===== config.mk =====
export PLATFORM = sky130hd
export DESIGN_NAME = atr_streamer
export DESIGN_NICKNAME = d
export VERILOG_FILES = /design/src/rtl/atr_pkg.sv /design/src/rtl/atr_ctrl.sv /design/src/rtl/atr_datapath.sv /design/src/rtl/atr_streamer.sv
export SDC_FILE = /design/constraint.sdc
export NUM_CORES = 1
export LEC_CHECK = 0
export ABC_AREA = 0
export ABC_CLOCK_PERIOD_IN_PS = 2250
export CAP_MARGIN = 25
export CELL_PAD_IN_SITES_DETAIL_PLACEMENT = 0
export CELL_PAD_IN_SITES_GLOBAL_PLACEMENT = 1
export CORE_MARGIN = 2
export CORE_UTILIZATION = 40
export DETAILED_ROUTE_END_ITERATION = 8
export GPL_ROUTABILITY_DRIVEN = 0
export PLACE_DENSITY_LB_ADDON = 0.1
export SLEW_MARGIN = 40
export SYNTH_ARGS = -nofsm -noshare
export SYNTH_HDL_FRONTEND = slang
export SYNTH_SLANG_ARGS = --single-unit

===== constraint.sdc =====
create_clock -name clk -period 2.25 [get_ports clk]
set_input_delay 0.3375 -clock clk [delete_from_list [all_inputs] [get_ports clk]]
set_output_delay 0.3375 -clock clk [all_outputs]
set_load 0.02 [all_outputs]

===== src/rtl/atr_pkg.sv =====
package atr_pkg;
  typedef enum logic [1:0] {
    ST_IDLE   = 2'd0,
    ST_ARMED  = 2'd1,
    ST_STREAM = 2'd2,
    ST_HALT   = 2'd3
  } atrState_t;

  typedef struct packed {
    logic start;
    logic step;
    logic stop;
  } atrStrobe_t;
endpackage


===== src/rtl/atr_ctrl.sv =====
module atr_ctrl
  import atr_pkg::*;
(
  input  logic       clk,
  input  logic       rstN,
  input  logic       csN,
  input  logic       rstPin,
  input  logic       sclIn,
  input  logic       wrBusy,
  output atrStrobe_t strobe
);
  atrState_t state, stateNext;
  logic rstPrev, sclPrev;
  logic rstRise, rstFall, sclFall;

  assign rstRise = rstPin & ~rstPrev;
  assign rstFall = ~rstPin & rstPrev;
  assign sclFall = ~sclIn & sclPrev;

  always_comb begin
    stateNext = state;
    strobe    = '0;
    if (csN) begin
      stateNext   = ST_IDLE;
      strobe.stop = 1'b1;
    end else begin
      case (state)
        ST_IDLE:  if (rstRise && !wrBusy) stateNext = ST_ARMED;
        ST_ARMED: if (rstFall) begin
                    if (wrBusy) stateNext = ST_IDLE;
                    else begin
                      stateNext    = ST_STREAM;
                      strobe.start = 1'b1;
                    end
                  end
        ST_STREAM: if (rstRise) begin
                     stateNext   = ST_HALT;
                     strobe.stop = 1'b1;
                   end else if (sclFall) strobe.step = 1'b1;
        default: stateNext = ST_HALT;
      endcase
    end
  end

  always_ff @(posedge clk or negedge rstN) begin
    if (!rstN) begin
      state   <= ST_IDLE;
      rstPrev <= 1'b0;
      sclPrev <= 1'b0;
    end else begin
      state   <= stateNext;
      rstPrev <= rstPin;
      sclPrev <= sclIn;
    end
  end

  // once halted, only chip select high leaves the halt state
  assert_halt_sticky_R8: assert property (@(posedge clk) disable iff (!rstN)
    (state == ST_HALT && !csN) |=> state == ST_HALT);

  // a start strobe never coincides with a pending write
  assert_no_start_busy_R7: assert property (@(posedge clk) disable iff (!rstN)
    strobe.start |-> !wrBusy);
endmodule


===== src/rtl/atr_datapath.sv =====
module atr_datapath
  import atr_pkg::*;
#(
  parameter int BYTE_W    = 8,
  parameter int NUM_BYTES = 4,
  parameter logic [BYTE_W*NUM_BYTES-1:0] ATR_VALUE = 32'h55AA0119
) (
  input  logic       clk,
  input  logic       rstN,
  input  atrStrobe_t strobe,
  output logic       dataOut,
  output logic       dataOe
);
  localparam int TOTAL  = BYTE_W * NUM_BYTES;
  localparam int IDX_W  = $clog2(TOTAL);
  localparam int BIT_W  = $clog2(BYTE_W);
  localparam logic [IDX_W-1:0] LAST = IDX_W'(TOTAL - 1);

  logic [IDX_W-1:0] idx;
  logic             oeReg;
  logic [NUM_BYTES-1:0] laneBit;
  logic [BIT_W-1:0] bitSel;
  logic [IDX_W-1:0] byteSel;

  assign bitSel  = BIT_W'(idx % BYTE_W);
  assign byteSel = IDX_W'(idx / BYTE_W);

  for (genvar g = 0; g < NUM_BYTES; g++) begin : gLane
    logic [BYTE_W-1:0] laneByte;
    assign laneByte   = ATR_VALUE[g*BYTE_W +: BYTE_W];
    assign laneBit[g] = laneByte[bitSel];
  end

  always_ff @(posedge clk or negedge rstN) begin
    if (!rstN) begin
      idx   <= '0;
      oeReg <= 1'b0;
    end else if (strobe.stop) begin
      oeReg <= 1'b0;
    end else if (strobe.start) begin
      idx   <= '0;
      oeReg <= 1'b1;
    end else if (strobe.step) begin
      idx <= (idx == LAST) ? '0 : idx + 1'b1;
    end
  end

  assign dataOe  = oeReg;
  assign dataOut = oeReg & laneBit[byteSel[$clog2(NUM_BYTES > 1 ? NUM_BYTES : 2)-1:0]];

  // a fresh stream always begins at position 0
  assert_start_at_zero_R2: assert property (@(posedge clk) disable iff (!rstN)
    strobe.start |=> (idx == '0 && dataOe));

  // the index wraps from the last position back to 0
  assert_wrap_R5: assert property (@(posedge clk) disable iff (!rstN)
    (strobe.step && !strobe.stop && !strobe.start && idx == LAST) |=> idx == '0);
endmodule


===== src/rtl/atr_streamer.sv =====
module atr_streamer
  import atr_pkg::*;
#(
  parameter int BYTE_W    = 8,
  parameter int NUM_BYTES = 4,
  parameter logic [BYTE_W*NUM_BYTES-1:0] ATR_VALUE = 32'h55AA0119
) (
  input  logic clk,
  input  logic rstN,
  input  logic csN,
  input  logic rstPin,
  input  logic sclIn,
  input  logic wrBusy,
  output logic dataOut,
  output logic dataOe
);
  atrStrobe_t strobe;

  atr_ctrl uCtrl (
    .clk(clk), .rstN(rstN), .csN(csN), .rstPin(rstPin),
    .sclIn(sclIn), .wrBusy(wrBusy), .strobe(strobe)
  );

  atr_datapath #(.BYTE_W(BYTE_W), .NUM_BYTES(NUM_BYTES), .ATR_VALUE(ATR_VALUE)) uData (
    .clk(clk), .rstN(rstN), .strobe(strobe), .dataOut(dataOut), .dataOe(dataOe)
  );

  // chip select high releases the pad on the next edge
  assert_cs_release_R6: assert property (@(posedge clk) disable iff (!rstN)
    csN |=> !dataOe);

  // while busy and idle, no stream can begin
  assert_busy_hold_R7: assert property (@(posedge clk) disable iff (!rstN)
    (wrBusy && !dataOe) |=> !dataOe);

  // a reset pulse in mid-stream releases the pad
  assert_rst_abort_R8: assert property (@(posedge clk) disable iff (!rstN)
    (dataOe && $rose(rstPin)) |=> !dataOe);

  // data is quiet while released
  always_comb begin
    if (rstN) assert_quiet_R9: assert (dataOe || !dataOut);
  end
endmodule


-- After elaboration in Yosys (flattened, before gate mapping)
Memories as Yosys holds them, arrays and structs flattened.
Cells that the tools add are included.
W data, S select, Z words.
- $add $sub $neg: 1
- order comparisons: 2
- eq/ne operators: 6
- mux-type cells: 26
- bitwise gates (word level): 8
- reduce and logical (&&, ||, !) cells: 7
- operators with widths (operator ; number):
    $mux W5 ; 3
    $mux W1 ; 14
    $mux W2 ; 7
    $ne A3 B2 Y1 const B ; 3
    $pmux W2 S3 ; 1
    $add A5 B1 Y5 const B ; 1
    $eq A5 B5 Y1 const B ; 1
    $and A1 B1 Y1 ; 4
    $lt A3 B4 Y1 const B ; 1
    $not A1 Y1 ; 4
    $reduce_bool A2 Y1 ; 2
    $lt A2 B3 Y1 const B ; 1
    $reduce_and A3 Y1 ; 1
    $bmux W1 S2 ; 1
    $eq A2 B1 Y1 const B ; 1
    $eq A2 B2 Y1 const B ; 1
    $logic_not A2 Y1 ; 1
    $reduce_and A2 Y1 ; 1
    $logic_and A1 B1 Y1 ; 1
    $logic_not A1 Y1 ; 1
- flip-flop bits (word level): 10
- bits in read-only memories: 32
- bits of input ports: 6
- output and inout bits: 2
- word-level logic and storage cells: 59
- memories kept: 4
- memories (name ; depth ; bits a word ; read ports ; clocked after Yosys merged registers in ; write ports ; line ; RTL):
    (no name shown) ; 8 ; 1 ; 1 ; 0 ; 0 ; atr_datapath.sv:31 ; assign laneBit[g] = laneByte[bitSel];
    (no name shown) ; 8 ; 1 ; 1 ; 0 ; 0 ; atr_datapath.sv:31 ;
    (no name shown) ; 8 ; 1 ; 1 ; 0 ; 0 ; atr_datapath.sv:31 ;
    (no name shown) ; 8 ; 1 ; 1 ; 0 ; 0 ; atr_datapath.sv:31 ;

-- Depth between registers and ports, before layout
Gate-level depths: netlist of the first run.
- word-level depth: 8
- gate-level depth with buffers: 6
- gate-level depth less buffers: 6

-- Cells and area by module
Synthesis of the first run repeated with hierarchy kept, for this count alone.
- cells, all modules: 64
- area total of the unflattened synthesis: 599.3 sq um
- modules (own cells, without submodules) (module ; times used ; cells each ; area each (sq um) ; sequential area each (sq um)):
    atr_datapath ; 1 ; 46 ; 411.6 ; 150.1
    atr_ctrl ; 1 ; 18 ; 187.7 ; 100.1

-- Worst setup path after synthesis of the first run
OpenSTA, ideal clock, no wires.
- kind: reg-to-output
- from: register uData.idx[0]
- to: output dataOut
- arrival: 1534 ps
- data required time: 1913 ps
- path slack: 379 ps
- cell stages (with the launch flop): 6
- buffers on the path: 0
- cells stage by stage: dfrtp_1 inv_1 ha_1 nand2b_1 o211ai_1 a221oi_1
- word-level cells in the longest chain between the ends: 5
- elaborated cells on any way between the ends: 11
- those cells by class: 6 x mux; 1 x bitwise; 4 x memory
- RTL lines (what ; line ; RTL):
    start, declared ; atr_datapath.sv:19 ; logic [IDX_W-1:0] idx;
    start signal, assigned ; atr_datapath.sv:44 ; idx <= (idx == LAST) ? '0 : idx + 1'b1;
    $mem_v2 Z8 W1 ; -- ;
    $mux W1 (implied by the code) ; atr_datapath.sv:31 ;
    $bmux W1 S2 * ; atr_datapath.sv:49 ; assign dataOut = oeReg & laneBit[byteSel[$clog2(NUM_BYTES > 1 ? NUM_BYTES : 2)-1:0]];
    $mux W1 * ; atr_datapath.sv:49 ;
    $and A1 B1 Y1 * ; atr_datapath.sv:49 ;
    end, declared ; atr_streamer.sv:14 ; output logic dataOut,
Mark *: on every way between the ends. The rest lies on a longest branch, timed or not. The select of a mux whose other input is x is not followed.

-- Worst setup path after layout of the first run
Same ends and word-level chain as after synthesis.

==> results by stage, run 1 <==
Floorplanning:
- The effective utilization at floorplan is 0.421.
- In this run the horizontal extent of the chip is 43.4 microns.
- In this run the count of I/O pins placed on the die edge is 8.
- The core region is 1470 sq um.
- The floorplan has 14 rows.
- In this run the vertical extent of the chip is 43.4 microns.
- The area of the die is 1880 sq um.

Flow run:
- The max capacitance violation total is 0.

Drt:
- Using the TritonRoute via totals, the vias-per-cell ratio works out to 5.93.
- The detailed router's first-iteration violation count is 8.
- Before antenna repair, the detailed router went through 4 iterations.
- In the final routed layout, each cell accounts on average for 14.7 microns.
- Summing over every cut layer, the via total after detailed routing is 540.
- Once detail routing completed, the nets flagged for antenna violations numbered 0.
- The wire length after detailed routing is 1340 microns.
- The post-route DRC violation count is 0.

Outcome:
- The run finished with clean final reports.

STA:
- The setup skew after layout is 0.00831 ns.
- The final hold violation count is 0.
- Setup repair after global routing left no endpoint under its margin.
- The final period utilization is 0.919.
- The count of final setup violators is 0.
- The final max-slew violation count came to 0.
- The post-route minimum period is 2.07 ns.
- For the pin with the worst max-slew slack, the measured transition is 0.495 ns.
- Static timing analysis puts the maximum clock frequency at 484 MHz.
- Setup total negative slack on the finished layout was measured at 0 ns.
- The remaining max-slew budget at the tightest pin is 0.669.

Setup path:
- The critical path goes through inv_1 > ha_1 > nand2b_1 > o211ai_1 > a221oi_1 > dlygate4sd2_1.
- The worst setup path is captured at an output port.
- The required arrival time at the worst endpoint is 1.91 ns.
- The worst register-to-register path begins at uData.idx[0].
- The worst setup path is launched from a register.
- Data on the critical path arrives at its endpoint at 1.73 ns.
- By startpoint and endpoint, the worst setup path is classified as register to output port.
- Of all nets on the critical path, the largest fanout is 2.
- The launch point of the critical path is uData.idx[0].
- The largest stage delay on the critical path is 0.36 ns.
- The slowest stage of the critical path belongs to the cell dlygate4sd2_1.

Logic synthesis:
- The number of library cell types mapped by synthesis is 26.
- The number of synthesized flops with an enable pin is 0.
- The mapped netlist covers 619 sq um.
- Counting flops with an async set or reset pin after synthesis yields a share of 1.00.
- During synthesis, Yosys emitted a total of 0 warnings.
- The cell count after synthesis came out at 63.
- The mean instance size in the synthesized netlist is 9.83 sq um.
- The predominant post-synthesis flop cell is dfrtp_1.
- Counting every net in the synthesized netlist gives 72.
- The register area share after synthesis is 0.404.
- Counting flops and latches in the post-synthesis netlist gives 10.
- The cell taking the most area after synthesis is dfrtp_1.
- After synthesis, the cell types taking the most area are dfrtp_1, ha_1, nand4bb_4.
- The share of the synthesized area in the top cell type is 0.404.

Pwr:
- Dividing total power by cell area gives a power density of 568 nW/um^2.
- The combinational share of power is 0.134.
- The peak supply drop is 0.273 mV.
- For this design the total switching power over the nets is 0.112 mW.
- The internal power of the cells totals 0.317 mW.
- The share of total power in the clock network is 0.398.
- The sequential fraction of design power is 0.468.
- The standby leakage power is 0.307 nW.
- Of the total power, the share spent switching nets is 0.261.

Layout:
- The layout cell share with drive strength beyond 1 is 0.133.
- At the end of the flow the core is filled with cells to 0.513.
- Across the whole layout, storage elements account for 250 sq um.
- The count of fill cells added during filler insertion is 139.
- In the final design database the tool counted 85 nets.
- The multi-input gate area in the final layout is 342 sq um.
- The area growth from synthesis to layout is 21.8%.
- 0 antenna diodes ended up in the layout.

Clock tree:
- After clock tree synthesis, the clock-pin slew on the worst setup and hold paths is 0.08 ns.
- The number of clock sinks is 10.
- For the worst-skew pair, the clock arrives at the later sink with an insertion delay of 0.28 ns.
- The TritonCTS buffer count is 3.
- TritonCTS built the clock tree.
- The library cell used as clock root buffer is clkbuf_4.
- CTS built an H-tree with a depth of 1.
- The maximum buffer depth of the clock tree is 2.

GRT:
- The initial antenna violation count is 0.
- The via count of the first global-routing pass is 493.
- The global route total overflow is 0.
- The maximum number of pins on one net before global-route repair is 11.
- The first global-routing pass estimated 2230 microns of wire.
- The total global routing track utilization is 0.168.

Place:
- Port buffering added 7 buffers.
- The HPWL after detailed placement is 1020 microns.

Min path:
- The type of the most critical hold path is input port to asynchronous set/reset pin.
-- synthesized netlist by cell type (2+ instances only) --
cell type  instances
a21oi_1            5
a31oi_1            2
and4bb_2           2
dfrtp_1           10
ha_1               3
inv_1              6
nand2b_1           4
nand4_1            4
nor2_1             5
nor2b_1            2
nor4_1             2
o31ai_1            3
o32ai_1            2
-- power by group through the flow --
| stage | clock network (mW) | logic, mW | registers, mW |
|---|---|---|---|
| finish | 0.171 | 0.0572 | 0.201 |
| global route | 0.181 | 0.0628 | 0.203 |
| CTS | 0.173 | 0.0577 | 0.201 |
| floorplan | 0 | 0.0325 | 0.203 |
| global placement | 0 | 0.0573 | 0.205 |
| detailed placement | 0 | 0.0577 | 0.204 |
-- placed cells by master, fill, tap and decap left out, drive strengths merged --
cell / count
a211oi: 1
a21oi: 5
a221oi: 1
a31oi: 2
and3: 1
and4bb: 2
buf: 2
clkbuf: 4
clkdlybuf4s50: 6
dfrtp: 10
dlygate4sd2: 1
ha: 3
inv: 6
nand2: 1
nand2b: 4
nand3: 1
nand4: 4
nand4bb: 1
nor2: 5
nor2b: 2
nor3b: 1
nor4: 2
o211ai: 1
o21ai: 1
o21bai: 1
o31ai: 3
o32ai: 2
or4: 1
xnor2: 1
-- sequential cells by signal (all words and copies together) (netlist names) --
register and cells:
uData.idx 5, uCtrl.state 2, uCtrl.sclPrev 1, uData.dataOe 1, uCtrl.rstPrev 1
-- worst max-delay path: cells and delay by family (launching register included) --
kind	cells	cell delay, ns
compound gates	2	0.33
simple gates	1	0.08
fa+ha+maj	1	0.29
flops	1	0.35
buf+inv	2	0.41
-- layout make-up --
cell class,count,share of cell area
inverter,6,0.0299
timing repair buffer,9,0.111
clock buffer,4,0.0481
sequential,10,0.332
tap,16,0.0265
multi-input combinational,46,0.453
-- path summary, 6_finish.rpt --
kind	end	slack, ns	cells after the start
setup / recovery	dataOut	0.18	6
hold / removal	uCtrl.sclPrev	0.38	1
setup reg to reg	uData.idx[2]	0.27	6
hold reg to reg	uData.idx[4]	0.60	2
max in group asynchronous	uData.idx[1]	1.53	1
min in group clk	uCtrl.sclPrev	0.54	1
-- stage by stage --
stage / std cells / hold slack, ns / area, sq um / power (mW) / setup slack [ns]
floorplan: 63 / 0.0419 / 619 / 0.235 / 0.379
global placement: 87 / 0.580 / 719 / 0.262 / 0.194
detailed placement: 87 / 0.595 / 719 / 0.262 / 0.159
CTS: 91 / 0.401 / 754 / 0.432 / 0.146
global route: 91 / 0.422 / 754 / 0.447 / 0.0354
finish: 91 / 0.385 / 754 / 0.429 / 0.183
-- cell families (layout without fill, tap and decap cells) --
group | count (synthesis) | count (layout) | share of synthesized area
xor gates and xnor gates | 1 | 1 | 0.0141
adders and majority gates | 3 | 3 | 0.0606
AOI/OAI and AO/OA | 17 | 17 | 0.184
buffers and inverters | 7 | 19 | 0.0444
DFF | 10 | 10 | 0.404
and+or+nand+nor | 25 | 25 | 0.293
-- metal layers --
metal	routed length [microns]	vias up	GRT usage
met4	43	0	0.127
met3	59	5	0.0375
met5	0	-	0
met2	621	18	0.239
li1	-	265	-
met1	612	252	0.221
-- what timing repair did --
action,in CTS,in global routing
hold buffers,0,0
gates resized for setup,1,0
endpoints found under the setup margin,1,0
setup buffers,0,0
(Power assumes the default switching activity.)
==> inputs of run 2 (changes only) <==
TNS_END_PERCENT = 10   (was unset)
==> results of run 2 <==
Same layout as run 1: the final DEF is identical, and so are final timing and power.
